[src/rtl/opt_pkg.sv]
package opt_pkg;
  typedef enum logic [1:0] {
    OP_ACCESS   = 2'd0,
    OP_ACTIVATE = 2'd1,
    OP_PRE      = 2'd2,
    OP_PRE_ALL  = 2'd3
  } opCode_t;

  typedef enum logic [1:0] {
    CLS_EMPTY = 2'd0,
    CLS_HIT   = 2'd1,
    CLS_MISS  = 2'd2
  } class_t;

  typedef struct packed {
    logic lookup;
    logic setEntry;
    logic clearEntry;
    logic clearAll;
    logic illegal;
  } strobe_t;
endpackage

[src/rtl/opt_ctrl.sv]
module opt_ctrl
  import opt_pkg::*;
#(
  parameter int NUM_ROWS  = 8,
  parameter int MAX_BANKS = 4,
  localparam int ROW_W  = $clog2(NUM_ROWS),
  localparam int BANK_W = $clog2(MAX_BANKS)
) (
  input  logic                cmdValid,
  input  logic [1:0]          cmdOp,
  input  logic [ROW_W-1:0]    cmdRow,
  input  logic [BANK_W-1:0]   cmdBank,
  input  logic                closePolicy,
  input  logic [NUM_ROWS-1:0] rowFullBanks,
  output strobe_t             strobes
);
  localparam int HALF_BANKS = MAX_BANKS / 2;

  opCode_t op;
  logic    bankOk;

  always_comb begin
    op     = opCode_t'(cmdOp);
    bankOk = rowFullBanks[cmdRow] || (int'(cmdBank) < HALF_BANKS);

    strobes.lookup     = cmdValid && (op == OP_ACCESS);
    strobes.setEntry   = cmdValid && bankOk && (op == OP_ACTIVATE);
    strobes.clearEntry = cmdValid && bankOk &&
                         ((op == OP_PRE) || ((op == OP_ACCESS) && closePolicy));
    strobes.clearAll   = cmdValid && (op == OP_PRE_ALL);
    strobes.illegal    = cmdValid && (op != OP_PRE_ALL) && !bankOk;
  end
endmodule

[src/rtl/opt_datapath.sv]
module opt_datapath
  import opt_pkg::*;
#(
  parameter int NUM_ROWS  = 8,
  parameter int MAX_BANKS = 4,
  parameter int PAGE_W    = 13,
  localparam int ROW_W     = $clog2(NUM_ROWS),
  localparam int BANK_W    = $clog2(MAX_BANKS),
  localparam int ENTRIES   = NUM_ROWS * MAX_BANKS,
  localparam int IDX_W     = ROW_W + BANK_W
) (
  input  logic              clk,
  input  logic              rstN,
  input  strobe_t           strobes,
  input  logic [ROW_W-1:0]  cmdRow,
  input  logic [BANK_W-1:0] cmdBank,
  input  logic [PAGE_W-1:0] cmdPage,
  output logic              resultValid,
  output logic [1:0]        classCode,
  output logic              illegal
);
  logic [ENTRIES-1:0] entryValid;
  logic [PAGE_W-1:0]  entryPage [ENTRIES];
  logic [IDX_W-1:0]   selIdx;
  class_t             lookupClass;

  assign selIdx = {cmdRow, cmdBank};

  for (genvar e = 0; e < ENTRIES; e++) begin : g_entry
    logic selHere;
    assign selHere = (selIdx == IDX_W'(e));

    always_ff @(posedge clk) begin
      if (!rstN || strobes.clearAll) begin
        entryValid[e] <= 1'b0;
      end else if (selHere && strobes.setEntry) begin
        entryValid[e] <= 1'b1;
      end else if (selHere && strobes.clearEntry) begin
        entryValid[e] <= 1'b0;
      end
    end

    always_ff @(posedge clk) begin
      if (!rstN) begin
        entryPage[e] <= '0;
      end else if (selHere && strobes.setEntry) begin
        entryPage[e] <= cmdPage;
      end
    end
  end

  always_comb begin
    if (strobes.illegal || !entryValid[selIdx]) begin
      lookupClass = CLS_EMPTY;
    end else if (entryPage[selIdx] == cmdPage) begin
      lookupClass = CLS_HIT;
    end else begin
      lookupClass = CLS_MISS;
    end
  end

  always_ff @(posedge clk) begin
    if (!rstN) begin
      resultValid <= 1'b0;
      classCode   <= CLS_EMPTY;
      illegal     <= 1'b0;
    end else begin
      resultValid <= strobes.lookup;
      classCode   <= strobes.lookup ? lookupClass : CLS_EMPTY;
      illegal     <= strobes.illegal;
    end
  end
endmodule

[src/rtl/open_page_tracker.sv]
module open_page_tracker
  import opt_pkg::*;
#(
  parameter int NUM_ROWS  = 8,
  parameter int MAX_BANKS = 4,
  parameter int PAGE_W    = 13,
  localparam int ROW_W  = $clog2(NUM_ROWS),
  localparam int BANK_W = $clog2(MAX_BANKS)
) (
  input  logic                clk,
  input  logic                rstN,
  input  logic                cmdValid,
  input  logic [1:0]          cmdOp,
  input  logic [ROW_W-1:0]    cmdRow,
  input  logic [BANK_W-1:0]   cmdBank,
  input  logic [PAGE_W-1:0]   cmdPage,
  input  logic                closePolicy,
  input  logic [NUM_ROWS-1:0] rowFullBanks,
  output logic                resultValid,
  output logic [1:0]          classCode,
  output logic                illegal
);
  strobe_t strobes;

  opt_ctrl #(.NUM_ROWS(NUM_ROWS), .MAX_BANKS(MAX_BANKS)) u_ctrl (
    .cmdValid    (cmdValid),
    .cmdOp       (cmdOp),
    .cmdRow      (cmdRow),
    .cmdBank     (cmdBank),
    .closePolicy (closePolicy),
    .rowFullBanks(rowFullBanks),
    .strobes     (strobes)
  );

  opt_datapath #(.NUM_ROWS(NUM_ROWS), .MAX_BANKS(MAX_BANKS), .PAGE_W(PAGE_W)) u_dp (
    .clk        (clk),
    .rstN       (rstN),
    .strobes    (strobes),
    .cmdRow     (cmdRow),
    .cmdBank    (cmdBank),
    .cmdPage    (cmdPage),
    .resultValid(resultValid),
    .classCode  (classCode),
    .illegal    (illegal)
  );
endmodule

[config.mk]
export PLATFORM = sky130hd
export DESIGN_NAME = open_page_tracker
export DESIGN_NICKNAME = d
export VERILOG_FILES = /design/src/rtl/opt_pkg.sv /design/src/rtl/opt_ctrl.sv /design/src/rtl/opt_datapath.sv /design/src/rtl/open_page_tracker.sv
export SDC_FILE = /design/constraint.sdc
export NUM_CORES = 1
export LEC_CHECK = 0
export BUFFER_PORTS_ARGS = -buffer_cell sky130_fd_sc_hd__buf_2
export CORE_UTILIZATION = 25
export DETAILED_ROUTE_END_ITERATION = 10
export PLACE_DENSITY_LB_ADDON = 0.3
export SLEW_MARGIN = 20
export SYNTH_ARGS = -nofsm -noshare
export SYNTH_HDL_FRONTEND = slang
export SYNTH_SLANG_ARGS = --single-unit
export TNS_END_PERCENT = 100
[constraint.sdc]
create_clock -name clk -period 3.7 [get_ports clk]
set_clock_uncertainty 0.2 [all_clocks]
set_input_delay 0.185 -clock clk [delete_from_list [all_inputs] [get_ports clk]]
set_output_delay 0.185 -clock clk [all_outputs]
set_load 0.005 [all_outputs]
Word-level counts from Yosys, hierarchy flattened --
Memories as Yosys holds them, arrays and structs flattened. Index checks and enable logic that the tools add are counted. Widths: inputs -> output; s select.
Word-level totals: register bits 36, bits in latches 0, memory bits (writable) 416, ROM bits 0, input bits 32, output and inout port bits 4, logic and storage cells 421, memories 1
Memories:
- u_dp.entryPage | depth 32, bits a word 13, rd ports 1, clocked after memory_dff 0, write ports 32, line opt_datapath.sv:23 | logic [PAGE_W-1:0] entryPage [ENTRIES];
Operators by class: add/sub/neg operators 0, $mul 0, divide/modulo/power cells 0, order comparisons 3, equality and inequality tests 36, shift operators 0, multiplexer cells 198, bitwise logic cells 34, reductions and logical operators 114
Operators by type and width (number):
- $mux 13 | 32
- $mux 1 | 163
- $eq 5x5->1 const B | 16
- $logic_and 1x1->1 | 72
- $reduce_bool 2->1 | 32
- $eq 5x4->1 const B | 8
- $or 1x1->1 | 32
- $eq 5x3->1 const B | 4
- $eq 13x13->1 | 1
- $eq 5x2->1 const B | 2
- $lt 5x6->1 const B | 1
- $bmux 1 s5 | 1
- $eq 5x1->1 const B | 1
- $logic_not 5->1 | 1
- $eq 2x2->1 const B | 2
- $logic_or 1x1->1 | 4
- $lt 3x4->1 const B | 1
- $bmux 1 s3 | 1
- $logic_not 1->1 | 3
- $reduce_or 3->1 | 1
- $eq 2x1->1 const B | 1
- $logic_not 2->1 | 1
- $lt 2x2->1 const B | 1
- $mux 2 | 1
- 2 further kinds | 3

Depth between registers and ports, before layout --
Gate-level depths: netlist of the first run.
depth after elaboration 10, mapped depth 14, gate-level depth less buffers 7

Cells and area by module --
From an unflattened synthesis of the first run, not the netlist that was laid out.
Unflattened totals: cells, all modules 1531, area, all modules 21189.1 µm²
Modules (own cells, without submodules):
- opt_datapath | instances 1, cells each 1515, area each 21062.7 µm², seq. area each 13212.7 µm²
- opt_ctrl | instances 1, cells each 16, area each 126.4 µm², seq. area each 0.0 µm²

Worst setup path after synthesis of the first run --
Ideal clock, no wire load.
path type input port to flip-flop, start in cmdBank[0], end mem u_dp.entryPage[17][0] (enable), setup time 401 ps, data arrival time 2639 ps, required time 3099 ps, setup slack 460 ps, stages 10, path buffers 7, path through buf_6 > buf_12 > buf_12 > buf_6 > buf_6 > buf_4 > buf_2 > nor2b_1 > nand2_1 > o21ai_0
RTL lines:
- start, declared | line open_page_tracker.sv:15 | input logic [BANK_W-1:0] cmdBank,
- end, declared | line opt_datapath.sv:23

Worst setup path after layout of the first run --
start mem u_dp.entryPage[4][6], end reg u_dp.classCode[0]
On the way: word-level cells in the longest chain between the ends 3
RTL lines:
- $mem_v2 32x13
- $eq 13x13->1 | line opt_datapath.sv:55 | end else if (entryPage[selIdx] == cmdPage) begin
- $mux 2 | line opt_datapath.sv:55
- end signal, assigned | line opt_datapath.sv:69 | classCode <= strobes.lookup ? lookupClass : CLS_EMPTY;
- end, declared | line opt_datapath.sv:19 | output logic [1:0] classCode,
Every way passes these cells. A chain may end at the register's enable or synchronous reset.

==> qor.csv, run 1 <==
metric,value,unit
Die Area,86620,sq um
peak supply drop,0.2633,mV
synth cell count leaders,"edfxtp_1, and2_1, clkbuf_1, nand2_1, mux2i_1",
vias after detailed routing,13820,
Buffers on Ports,35,
DRT iter0 DRCs,1670,
Final Power,11940,uW
Synth Cell Area,21360,sq um
crit path time final,3552,ps
Die W,294.3,um
CTS sink count,452,
Adder-Cell Fraction of Synth Area,0,%
leading area contributor after synthesis,edfxtp_1,
outcome,finished clean,
r2r worst-path depth,8,
Syn. warnings,0,
Vias/cell,4.899,
share of cells above drive strength 1,18.79,%
simple-gate share of the synthesized area,17.51,%
fill count,8513,
WP data arrival,3860,ps
Yosys reg bits,452,
MaxCap Viol Count,0,
first-pass GRT wire length,102300,um
Yosys top cell area share,58.48,%
cell count after placement,2719,
PD cells,476.8,nW/um^2
CP Data Required Time,4000,ps
H-tree Lvls,2,
ys flop type,edfxtp_1,
Mean Syn Cell Area,13.55,sq um
worst rel slew slack,26.95,%
multiplexer share of the synthesized area,12.20,%
largest net degree at the start of global routing,53,
crit path launch,u_dp.entryPage[4][6]$_SDFFCE_PN0P_,
Max Buffers Root-to-Sink,3,
syn nets,1608,
Final ANT Viol Nets,0,
Clock transition at path regs,60,ps
initial antenna violation count,2,
total track usage,16.42,%
main combinational cell family by area after synthesis,simple AND/OR/NAND/NOR gates,
CTS buffer count,51,
RSZ-0062 raised after global routing,no,
vias in the first global route,13700,
"Remaining Overflow, GRT",0,
sequential fraction of the synthesis area,61.86,%
"EDFF count, synth",416,
Core Area,84090,sq um
final worst setup slack,147.9,ps
Leakage,0.008645,uW
actual slew at the worst max-slew pin,1087,ps
"Area growth, synth to finish",17.27,%
Root Buffer,clkbuf_16,
placed cell areas,23310,sq um
cell count after synthesis,1576,
final-report hold violation count,0,
Worst Setup End Kind,flip-flop,
final setup fails,0,
pre-CTS setup slack,12.86,ps
Nets,1680,
clk_lat worst skew,600,ps
main area contributors after synthesis,"edfxtp_1, and2_1, mux4_2",
initial core utilization,25.40,%
worst r2r dst,u_dp.classCode[0]$_SDFF_PP0_,
Ports,36,
min-delay worst type,in2reg,
TritonCTS clock tree,yes,
most frequent cell after synthesis,edfxtp_1,
hold depth,2,
Non-Filler Instances,2822,
ys async rst share,0,%
FF-to-FF Start,u_dp.entryPage[4][6]$_SDFFCE_PN0P_,
DR pass1 iterations,6,
post-DP HPWL,47710,um
Compound-Gate Fraction of Synth Area,4.844,%
fin. max-slew vios,0,
final instance area,25050,sq um
XOR/XNOR share of the synthesized area,0.2050,%
kind of critical path,reg2reg,
final WL,71550,um
die height,294.3,um
PostCTS Resize Cnt,0,
Crit Path Max Fanout,2,
critical path launch point type,flip-flop,
Row Count,106,
Tcrit/Tclk final,96.00,%
Yosys cell types,59,
RD Place Congestion,0.9098,
DRC violations left,0,
Fmax achieved,0.2815,GHz
r2r setup slk,150,ps
routed wire length per instance,25.35,um
crit path to,u_dp.classCode[0]$_SDFF_PP0_,
## metal layers
metal	vias up	global-route usage [%]	share of wire [%]
met5	-	0	0
met4	0	4.230	2.2
met3	103	2.194	6.5
met2	608	26.18	46
met1	7121	23.37	45
li1	5992	-	-
## sequential cells by signal, summed over array words and instances, names as in the netlist
register and flops:
u_dp.classCode 2, u_dp.illegal 1, u_dp.entryPage 416, u_dp.resultValid 1, u_dp.entryValid 32
## cell type report
class,count,area [sq um],share of cell area (%)
multi-input combinational,969,7436,29.69
clock inverter,28,304.0,1.214
timing repair buffer,169,1331,5.315
inverter,5,18.77,0.07493
clock buffer,64,1325,5.290
tap,1134,1419,5.664
sequential,452,13210,52.75
antenna,1,2.502,0.009990
## through the flow
step / hold WS [ps] / setup TNS (ps) / util [%]
after floorplan: 69.39 / 0 / -
after global placement: 235.8 / -20.22 / 27.72
after detailed placement: 237.3 / 0 / 27.72
after CTS: 6.649 / 0 / 29.78
after global routing: 20.56 / 0 / 29.79
final: 28.04 / 0 / 29.79
## worst max-delay path: stages, from the launching register on
cell           delay [ps]
edfxtp_1              370
mux4_2                460
a22o_1                250
a211oi_1              450
or3_2                 210
nand4b_1              100
or4_4                 570
dlygate4sd3_1         600
nor4b_2               260
## cells in the final DEF, fill, tap and decap left out, drive strengths merged, types with 39 or more instances in the layout
master  count
and2      387
buf       159
clkbuf     64
edfxtp    416
mux2i      69
mux4       78
nand2      89
nor2       41
nor3       40
o21ai      39
## kinds of logic after synthesis
| kind of cell | Yosys count |
|---|---|
| AND/OR/NAND/NOR | 654 |
| flip-flops | 452 |
| multiplexers | 157 |
| buffers and inverters | 155 |
| AO/OA/AOI/OAI | 153 |
| XOR/XNOR | 5 |
## where the power goes
group          leakage, uW  switching, uW  internal [uW]  total, uW
Combinational      0.00362            684            346       1030
Sequential         0.00424           76.6           5800       5880
Clock             0.000787           2080           2950       5030
Total              0.00865           2840           9100      11900
## worst min-delay path by stage
stage / startpoint / endpoint
after floorplan: cmdOp[0] / u_dp.resultValid$_SDFF_PN0_
after global placement: cmdOp[1] / u_dp.resultValid$_SDFF_PN0_
after detailed placement: cmdOp[1] / u_dp.resultValid$_SDFF_PN0_
after CTS: cmdPage[2] / u_dp.entryPage[5][2]$_SDFFCE_PN0P_
after global routing: cmdPage[2] / u_dp.entryPage[22][2]$_SDFFCE_PN0P_
final: cmdPage[2] / u_dp.entryPage[22][2]$_SDFFCE_PN0P_
## repair_timing
item	4_1_cts	5_1_grt
buffers inserted	0	0
hold buffers	10	0
endpoints found under the hold margin	21	0
Power figures use the tool's default switching activity.
==> run 2, diff against run 1 <==
Settings changed: CELL_PAD_IN_SITES_DETAIL_PLACEMENT set to 1, CELL_PAD_IN_SITES_GLOBAL_PLACEMENT set to 1, PLACE_DENSITY set to 0.51, PLACE_DENSITY_LB_ADDON 0.3 to unset.
==> qor.csv, run 2 (synthesis results as in run 1) <==
metric,value,unit
outcome,finished clean,
die height,294.3,um
final-report hold violation count,0,
final instance area,25200,sq um
r2r worst-path depth,8,
Fmax achieved,0.2812,GHz
peak supply drop,0.3225,mV
total track usage,17.90,%
clk_lat worst skew,620,ps
share of cells above drive strength 1,19.78,%
Cell Int Power,9229,uW
combinational fraction of design power,8.7,%
final WL,77260,um
placed cell areas,23390,sq um
TritonCTS clock tree,yes,
post-DP HPWL,51540,um
largest net degree at the start of global routing,36,
WP data arrival,3880,ps
Die W,294.3,um
RD Place Congestion,0.8656,
Non-Filler Instances,2839,
Ports,36,
clock share of power,43.3,%
max FFs per register,416,
Nets,1693,
Layout Utilization,29.97,%
"commonest non-fill, non-tap cell in the layout",edfxtp_1,
PostCTS Resize Cnt,0,
Die Area,86620,sq um
Vias/cell,4.890,
initial core utilization,25.40,%
vias in the first global route,14330,
DRT iter0 DRCs,1223,
final setup fails,0,
Tcrit/Tclk final,96.11,%
sequential share of power,48.1,%
CTS buffer count,52,
Max Buffers Root-to-Sink,3,
Reg with most FFs,u_dp.entryPage,
"Area growth, synth to finish",17.97,%
P_sw,2997,uW
Clock transition at path regs,60,ps
Leakage,0.008745,uW
critical path launch point type,flip-flop,
MaxCap Viol Count,0,
Final ANT Viol Nets,0,
Core Area,84090,sq um
H-tree Lvls,2,
"commonest non-fill, non-tap cells in the layout","edfxtp_1, and2_1, buf_4, nand2_1, mux2i_1",
DR pass1 iterations,5,
CTS sink count,452,
vias after detailed routing,13880,
DRC violations left,0,
PD cells,485.2,nW/um^2
routed wire length per instance,27.21,um
fin. max-slew vios,0,
Root Buffer,clkbuf_16,
initial antenna violation count,5,
kind of critical path,reg2reg,
first-pass GRT wire length,109500,um
Worst Setup End Kind,flip-flop,
"Remaining Overflow, GRT",0,
Buffers on Ports,35,
RSZ-0062 raised after global routing,no,
hold depth,2,
Switching Share,24.51,%
actual slew at the worst max-slew pin,966.6,ps
Crit Path Max Fanout,2,
worst rel slew slack,35.06,%
Row Count,106,
largest registers,"u_dp.entryPage x416, u_dp.entryValid x32, u_dp.classCode x2",
crit path time final,3556,ps
setup TNS,0,ps
CP Data Required Time,4020,ps
min-delay worst type,in2reg,
cell count after placement,2732,
[run 2: cell count changes in the layout (fill, tap and decap cells not counted), sizes merged]
cell and change:
buf +13, bufinv +1, clkbuf -5, clkinv +6
clkinvlp +1, dlygate4sd3 -1, inv +2
[run 2: metrics by stage]
| stage | hold WS (ps) | worst slack (ps) | total power (uW) |
|---|---|---|---|
| after global placement | 242.0 | 64.74 | 7026 |
| final | 22.71 | 144.1 | 12230 |
| after global routing | 20.39 | 45.79 | 12570 |
| after floorplan | 69.39 | 460.1 | 6511 |
| after detailed placement | 245.0 | 94.26 | 7041 |
| after CTS | 1.488 | 134.3 | 12350 |
[run 2: power groups by stage]
stage	clock [uW]	combinational [uW]	sequential, uW
after floorplan	0	563	5950
after global placement	0	1050	5970
after detailed placement	0	1060	5980
after CTS	5410	1070	5880
after global routing	5570	1110	5890
final	5290	1060	5870
[run 2: layout make-up]
type,count,area (sq um)
fill,9050,58890
sequential,452,13210
multi-input combinational,969,7426
tap,1134,1419
timing repair buffer,181,1406
clock buffer,59,1328
clock inverter,38,386.6
inverter,5,18.77
antenna,1,2.502
[run 2: metal layers]
layer | wire length [um] | vias up | global-route usage, % | share of wire, %
met1 | 34840 | 7370 | 24.90 | 45
li1 | - | 6020 | - | -
met3 | 4730 | 108 | 3.047 | 6.1
met5 | 7 | - | 0 | 0.0091
met2 | 35730 | 382 | 28.59 | 46
met4 | 1956 | 2 | 4.942 | 2.5
[run 2: critical path, cell delays in order, from the launching register on]
cell and delay [ps]:
edfxtp_1 350, mux4_1 590, a22o_1 260, a211oi_1 470
or3_2 220, nand4_1 90, or4_4 430, dlygate4sd3_1 590
nor4b_2 250
[run 2: path summary, 6_finish.rpt]
check | endpoint | slack, ps | startpoint
worst min register to register | u_dp.entryValid[14]$_SDFFE_PP0P_ | 280 | u_dp.entryValid[14]$_SDFFE_PP0P_
worst min-delay path | u_dp.entryPage[5][12]$_SDFFCE_PN0P_ | 20 | cmdPage[12]
worst max-delay path | u_dp.classCode[0]$_SDFF_PP0_ | 140 | u_dp.entryPage[13][11]$_SDFFCE_PN0P_
worst max register to register | u_dp.classCode[0]$_SDFF_PP0_ | 140 | u_dp.entryPage[13][11]$_SDFFCE_PN0P_
[run 2: timing repair]
item,4_1_cts,5_1_grt
hold buffers,9,0
setup endpoints to repair,0,0
hold endpoints to repair,34,0
buffers inserted,0,0
